<file path="config.mk">
export PLATFORM = sky130hd
export DESIGN_NAME = hps_slave
export DESIGN_NICKNAME = d
export VERILOG_FILES = /design/src/rtl/hps_pkg.sv /design/src/rtl/hps_ctrl.sv /design/src/rtl/hps_addr.sv /design/src/rtl/hps_dpath.sv /design/src/rtl/hps_slave.sv
export SDC_FILE = /design/constraint.sdc
export NUM_CORES = 1
export LEC_CHECK = 0
export BUFFER_PORTS_ARGS = -buffer_cell sky130_fd_sc_hd__buf_2
export CAP_MARGIN = 20
export CORE_UTILIZATION = 34
export DETAILED_ROUTE_END_ITERATION = 12
export PLACE_DENSITY = 0.9
export SLEW_MARGIN = 20
export SYNTH_ARGS = -nofsm -noshare
export SYNTH_HDL_FRONTEND = slang
export SYNTH_SLANG_ARGS = --single-unit
</file>
<file path="constraint.sdc">
create_clock -name clk -period 2 [get_ports clk]
set_clock_uncertainty 0.05 [all_clocks]
set_input_delay 0.4 -clock clk [delete_from_list [all_inputs] [get_ports clk]]
set_output_delay 0.4 -clock clk [all_outputs]
set_load 0.1 [all_outputs]
</file>
<file path="src/rtl/hps_pkg.sv">
package hps_pkg;
    typedef enum logic [2:0] {
        ST_IDLE,
        ST_WBEAT,
        ST_RWAIT,
        ST_RBEAT,
        ST_HOLD
    } hps_state_e;
endpackage

</file>
<file path="src/rtl/hps_ctrl.sv">
module hps_ctrl
    import hps_pkg::*;
(
    input  logic       clk,
    input  logic       rst_n,
    input  logic       cfg_last_hi,
    input  logic       cfg_wr_hi,
    input  logic       strobe_n,
    input  logic       sel,
    input  logic       rw,
    input  logic       last_in,
    input  logic       backoff,
    output hps_state_e state,
    output logic       sel_q,
    output logic       wr_beat,
    output logic       rd_beat,
    output logic       fetch,
    output logic       rdy_n,
    output logic       doe
);
    hps_state_e nxt, resume_q, resume_nxt;
    logic       last_pol_q, wr_pol_q;
    logic       last_act, wr_req;

    assign last_act = last_pol_q ? last_in : ~last_in;
    assign wr_req   = wr_pol_q ? rw : ~rw;

    // configuration pins are sampled while reset is held
    always_ff @(posedge clk) begin
        if (!rst_n) begin
            last_pol_q <= cfg_last_hi;
            wr_pol_q   <= cfg_wr_hi;
        end
    end

    // state register
    always_ff @(posedge clk) begin
        if (!rst_n) begin
            state    <= ST_IDLE;
            resume_q <= ST_RWAIT;
            sel_q    <= 1'b0;
        end else begin
            state    <= nxt;
            resume_q <= resume_nxt;
            if (state == ST_IDLE && !strobe_n) begin
                sel_q <= sel;
            end
        end
    end

    // next state
    always_comb begin
        nxt        = state;
        resume_nxt = resume_q;
        unique case (state)
            ST_IDLE: begin
                if (!strobe_n) begin
                    nxt = wr_req ? ST_WBEAT : ST_RWAIT;
                end
            end
            ST_WBEAT: begin
                if (backoff) begin
                    nxt        = ST_HOLD;
                    resume_nxt = ST_WBEAT;
                end else if (last_act) begin
                    nxt = ST_IDLE;
                end
            end
            ST_RWAIT: begin
                if (backoff) begin
                    nxt        = ST_HOLD;
                    resume_nxt = ST_RWAIT;
                end else begin
                    nxt = ST_RBEAT;
                end
            end
            ST_RBEAT: begin
                if (backoff) begin
                    nxt        = ST_HOLD;
                    resume_nxt = ST_RWAIT;
                end else if (last_act) begin
                    nxt = ST_IDLE;
                end else begin
                    nxt = ST_RWAIT;
                end
            end
            ST_HOLD: begin
                if (!backoff) begin
                    nxt = resume_q;
                end
            end
            default: nxt = ST_IDLE;
        endcase
    end

    // outputs
    always_comb begin
        wr_beat = 1'b0;
        rd_beat = 1'b0;
        fetch   = 1'b0;
        unique case (state)
            ST_WBEAT: wr_beat = !backoff;
            ST_RBEAT: rd_beat = !backoff;
            ST_RWAIT: fetch   = 1'b1;
            default: begin
                wr_beat = 1'b0;
            end
        endcase
        rdy_n = !(wr_beat || rd_beat);
        doe   = rd_beat;
    end

    AST_DOE_NEEDS_READY: assert property (@(posedge clk) disable iff (!rst_n)
        doe |-> !rdy_n);
    AST_BEAT_AFTER_WAIT: assert property (@(posedge clk) disable iff (!rst_n)
        (state == ST_RBEAT) |-> ($past(state) == ST_RWAIT));
    AST_BACKOFF_QUIET: assert property (@(posedge clk) disable iff (!rst_n)
        backoff |-> (rdy_n && !doe));
    AST_IDLE_NOT_READY: assert property (@(posedge clk) disable iff (!rst_n)
        (state == ST_IDLE) |-> (rdy_n && !doe));
endmodule

</file>
<file path="src/rtl/hps_addr.sv">
module hps_addr #(
    parameter int AW = 8
) (
    input  logic          clk,
    input  logic          rst_n,
    input  logic          load,
    input  logic [AW-1:0] load_val,
    input  logic          inc,
    output logic [AW-1:0] addr
);
    localparam logic [AW-1:0] ONE = AW'(1);

    always_ff @(posedge clk) begin
        if (!rst_n) begin
            addr <= '0;
        end else if (load) begin
            addr <= load_val;
        end else if (inc) begin
            addr <= addr + ONE;
        end
    end

    AST_ADDR_LOAD: assert property (@(posedge clk) disable iff (!rst_n)
        load |=> (addr == $past(load_val)));
    AST_ADDR_STEP: assert property (@(posedge clk) disable iff (!rst_n)
        (inc && !load) |=> (addr == $past(addr) + ONE));
    AST_ADDR_HOLD: assert property (@(posedge clk) disable iff (!rst_n)
        (!inc && !load) |=> $stable(addr));
endmodule

</file>
<file path="src/rtl/hps_dpath.sv">
module hps_dpath #(
    parameter int DW = 32,
    parameter int AW = 8
) (
    input  logic            sel_q,
    input  logic [AW-1:0]   addr,
    input  logic [DW-1:0]   mem_rdata,
    input  logic [DW/8-1:0] be_n,
    input  logic [DW-1:0]   din,
    output logic [DW-1:0]   dout,
    output logic [DW/8-1:0] wbe,
    output logic [DW-1:0]   wdata
);
    localparam int NB = DW / 8;

    assign dout  = sel_q ? {{(DW-AW){1'b0}}, addr} : mem_rdata;
    assign wdata = din;

    for (genvar i = 0; i < NB; i++) begin : g_lane
        assign wbe[i] = ~be_n[i];
    end
endmodule

</file>
<file path="src/rtl/hps_slave.sv">
module hps_slave
    import hps_pkg::*;
#(
    parameter int DW = 32,
    parameter int AW = 8
) (
    input  logic            clk,
    input  logic            rst_n,
    input  logic            cfg_last_hi,
    input  logic            cfg_wr_hi,
    input  logic            bus_strobe_n,
    input  logic            bus_sel,
    input  logic            bus_rw,
    input  logic            bus_last,
    input  logic [DW/8-1:0] bus_be_n,
    input  logic            bus_backoff,
    input  logic [DW-1:0]   bus_din,
    output logic [DW-1:0]   bus_dout,
    output logic            bus_doe,
    output logic            bus_rdy_n,
    output logic [AW-1:0]   mem_addr,
    output logic            mem_rd,
    input  logic [DW-1:0]   mem_rdata,
    output logic            mem_wr,
    output logic [DW/8-1:0] mem_wbe,
    output logic [DW-1:0]   mem_wdata
);
    hps_state_e    state;
    logic          sel_q, wr_beat, rd_beat, fetch;
    logic          addr_load, addr_inc;
    logic [AW-1:0] addr;

    hps_ctrl u_ctrl (
        .clk        (clk),
        .rst_n      (rst_n),
        .cfg_last_hi(cfg_last_hi),
        .cfg_wr_hi  (cfg_wr_hi),
        .strobe_n   (bus_strobe_n),
        .sel        (bus_sel),
        .rw         (bus_rw),
        .last_in    (bus_last),
        .backoff    (bus_backoff),
        .state      (state),
        .sel_q      (sel_q),
        .wr_beat    (wr_beat),
        .rd_beat    (rd_beat),
        .fetch      (fetch),
        .rdy_n      (bus_rdy_n),
        .doe        (bus_doe)
    );

    assign addr_load = wr_beat && sel_q;
    assign addr_inc  = (wr_beat || rd_beat) && !sel_q;

    hps_addr #(.AW(AW)) u_addr (
        .clk     (clk),
        .rst_n   (rst_n),
        .load    (addr_load),
        .load_val(bus_din[AW-1:0]),
        .inc     (addr_inc),
        .addr    (addr)
    );

    hps_dpath #(.DW(DW), .AW(AW)) u_dpath (
        .sel_q    (sel_q),
        .addr     (addr),
        .mem_rdata(mem_rdata),
        .be_n     (bus_be_n),
        .din      (bus_din),
        .dout     (bus_dout),
        .wbe      (mem_wbe),
        .wdata    (mem_wdata)
    );

    assign mem_addr = addr;
    assign mem_wr   = wr_beat && !sel_q;
    assign mem_rd   = fetch && !sel_q;

    AST_NO_WR_WHILE_DRIVING: assert property (@(posedge clk) disable iff (!rst_n)
        mem_wr |-> !bus_doe);
    AST_NO_WR_ON_BACKOFF: assert property (@(posedge clk) disable iff (!rst_n)
        bus_backoff |-> !mem_wr);
    AST_RD_WR_EXCLUSIVE: assert property (@(posedge clk) disable iff (!rst_n)
        !(mem_rd && mem_wr));
endmodule

</file>
==> impl_metrics.tcl <==
set metrics [dict create \
    required_ns 1.55 \
    track_usage 0.187 \
    dp.cells 308 \
    io_buffers 108 \
    drc 0 \
    tns_ns 0 \
    setup_violations 0 \
    clk_path_buf_depth 2 \
    pin_count 157 \
    cp.arrival_ns 1.46 \
    p_leak_nw 0.965 \
    cts_tree "built" \
    ys_ff_latch 16 \
    crit_type "reg2out" \
    die_w_um 66.5 \
    ant_nets 0 \
    drv_cap 0 \
    synth_area_um2 1410 \
    cp_cell_sequence "buf_4 > mux2_2 > buf_12" \
    ys_top_cells_by_area "dfxtp_1 20%, buf_4 17%, nor2b_1 11%" \
    yosys.area_share.adder 0.00886 \
    synthCells 183 \
    fin_crit_ns 1.91 \
    synth_top_family_by_area "simple AND/OR/NAND/NOR gates" \
    cts.clk_slew.worst_paths_ns 0.07 \
    cts_max_level 1 \
    clk_latency_ns 0.26 \
    hold_viol 0 \
    pwr_density_cell_nw_per_um2 972 \
    crit_slowest_cell "mux2_2" \
    diodes 0 \
    antenna_found_initial 0 \
    finalCritPeriodShare 0.956 \
    status "finished clean" \
    ir_worst_vdd_mv 0.571 \
    globalRouteOverflowTotal 0 \
    slowest_delay_ns 0.41 \
    r2r_setup_slack_ns 0.45 \
    gp_congestion 0.894 \
    cts_made_buffers 3 \
    synth_top_area_cell "dfxtp_1" \
    stdcell_count 312 \
    power.total_mw 1.97 \
    hold_buffers 0 \
    grt_pass1_wl_mm 6.32 \
    rsz0062_at_grt "false" \
    wl_per_cell_um 13.2 \
    coreArea_um2 4000 \
    slew_headroom 0.668 \
    final_cell_mix "98 x buf_2, 24 x nor2b_1, 12 x o21ai_0" \
    vias 1608 \
    dpl.hpwl_mm 3.30 \
    crit_path_end_kind "output port" \
    drt_pass1_iterations 4 \
    postCtsResizedCells 0 \
    die-area_um2 4420 \
    crit_fanout 27 \
    worst_slack_ns 0.0875 \
    synth_compound_area_frac 0.178 \
    start_kind "flop" \
    drt_wl_total_mm 4.11 \
    yosysSeqAreaShare 0.241 \
    fillers 359 \
    drive_above_1_share 0.542 \
    layout.nets 341 \
    initial_core_util 0.353 \
    synth-xor-area-share 0.0186 \
    max_clock_freq_ghz 0.523 \
    syn_to_final_growth_pct 43.7 \
    multi_input_area_um2 766 \
    cts_root_buf "clkbuf_8" \
    syn_avg_cell_area_um2 7.72 \
    synth.net_count 261 \
    dp_slack_ns 0.238 \
    yosys.area_share.simple 0.241 \
    grt_pass1_vias 1507 \
    synth.top_cell.area_share 0.198 \
    synth_warnings 0 \
    num_rows 23 \
    layout_commonest_cell "buf_2" \
    post_cts_buffers 0 \
    grt_max_degree 28 \
    hp-class "in2reg" \
    die_h_um 66.5 \
    synthMuxAreaShare 0.0859 \
    slew_viol_final 0 \
    tightest_slew_ns 0.502 \
    ys_types 38 \
    cts_sinks 16 \
    routed_via_density 5.15 \
    first_iter_violations 74 \
    regArea_um2 350 \
]
==> layer usage <==
layer  vias to the layer above  wire length (µm)  track usage
met5                         -                 0            0
met4                         0                97       0.0984
met3                        11               400       0.0154
met2                       128              2140        0.361
met1                       722              1460        0.198
li1                        747                 -            -
==> path summary, 6_finish.rpt <==
path	start	endpoint	depth (start not counted)
setup / recovery	u_ctrl.sel_q$_SDFFE_PN0P_	bus_dout[3]	3
setup reg to reg	u_ctrl.state[2]$_SDFFE_PN0P_	u_ctrl.state[0]$_SDFFE_PN0P_	4
hold reg to reg	u_ctrl.resume_q[0]$_SDFFE_PN0P_	u_ctrl.resume_q[0]$_SDFFE_PN0P_	2
hold / removal	cfg_last_hi	u_ctrl.last_pol_q$_DFFE_PN_	1
==> registers in the layout, indices dropped and copies added, names as in the netlist <==
name,count
u_ctrl.last_pol_q,1
u_ctrl.state,3
u_ctrl.sel_q,1
u_addr.addr,8
u_ctrl.wr_pol_q,1
u_ctrl.resume_q,2
==> synth_stat cells <==
cell,count
nor4_1,1
nor3b_4,1
clkinv_1,1
nand4_1,1
and3_1,1
nor2_1,6
a21oi_1,11
and2_1,1
xnor2_1,2
edfxtp_1,2
or4_1,1
nand2_1,7
dfxtp_1,14
o31ai_1,3
buf_4,32
clkbuf_1,8
mux2i_1,2
ha_1,1
nand3b_1,3
mux2_2,9
nand2b_1,4
buf_2,1
inv_2,1
a22o_1,1
o21a_1,3
o21ai_0,12
nor2b_1,24
o311ai_0,1
nor3_1,3
inv_1,10
or3_1,2
a21o_1,2
a221oi_1,1
o211ai_1,1
nand3_1,3
o22ai_1,2
a211oi_1,4
xor2_1,1
==> worst max-delay path, delay by kind of cell, from the launching register on <==
family | cells | cell delay, ns
buffers and inverters | 2 | 0.46
DFF | 1 | 0.33
muxes | 1 | 0.41
==> logic make-up (layout without fill, tap and decap cells) <==
| family | Yosys count | count (layout) |
|---|---|---|
| and+or+nand+nor | 58 | 58 |
| buffers and inverters | 53 | 132 |
| AOI/OAI and AO/OA | 41 | 41 |
| DFF | 16 | 16 |
| muxes | 11 | 11 |
| xor gates and xnor gates | 3 | 3 |
| adders and majority gates | 1 | 1 |
==> stage by stage <==
step | utilization | hold WS, ns | cell area [µm²]
floorplan | - | 0.377 | 1440
global placement | 0.494 | 0.390 | 1970
detailed placement | 0.494 | 0.401 | 1970
CTS | 0.507 | 0.265 | 2030
global route | 0.507 | 0.261 | 2030
finish | 0.507 | 0.267 | 2030
==> layout make-up <==
class,instances,area share
flip-flops and latches,16,0.173
multi-input cells,114,0.377
clock buffers,4,0.0271
repair buffers,116,0.370
well taps,50,0.0308
inverters,12,0.0222
==> where the power goes <==
part	total, mW	switching, mW	internal (mW)	leakage, nW
clock	0.299	0.124	0.175	0.0288
sequential	0.384	0.0270	0.357	0.137
combinational	1.29	0.979	0.310	0.798
(Power assumes the default switching activity.)
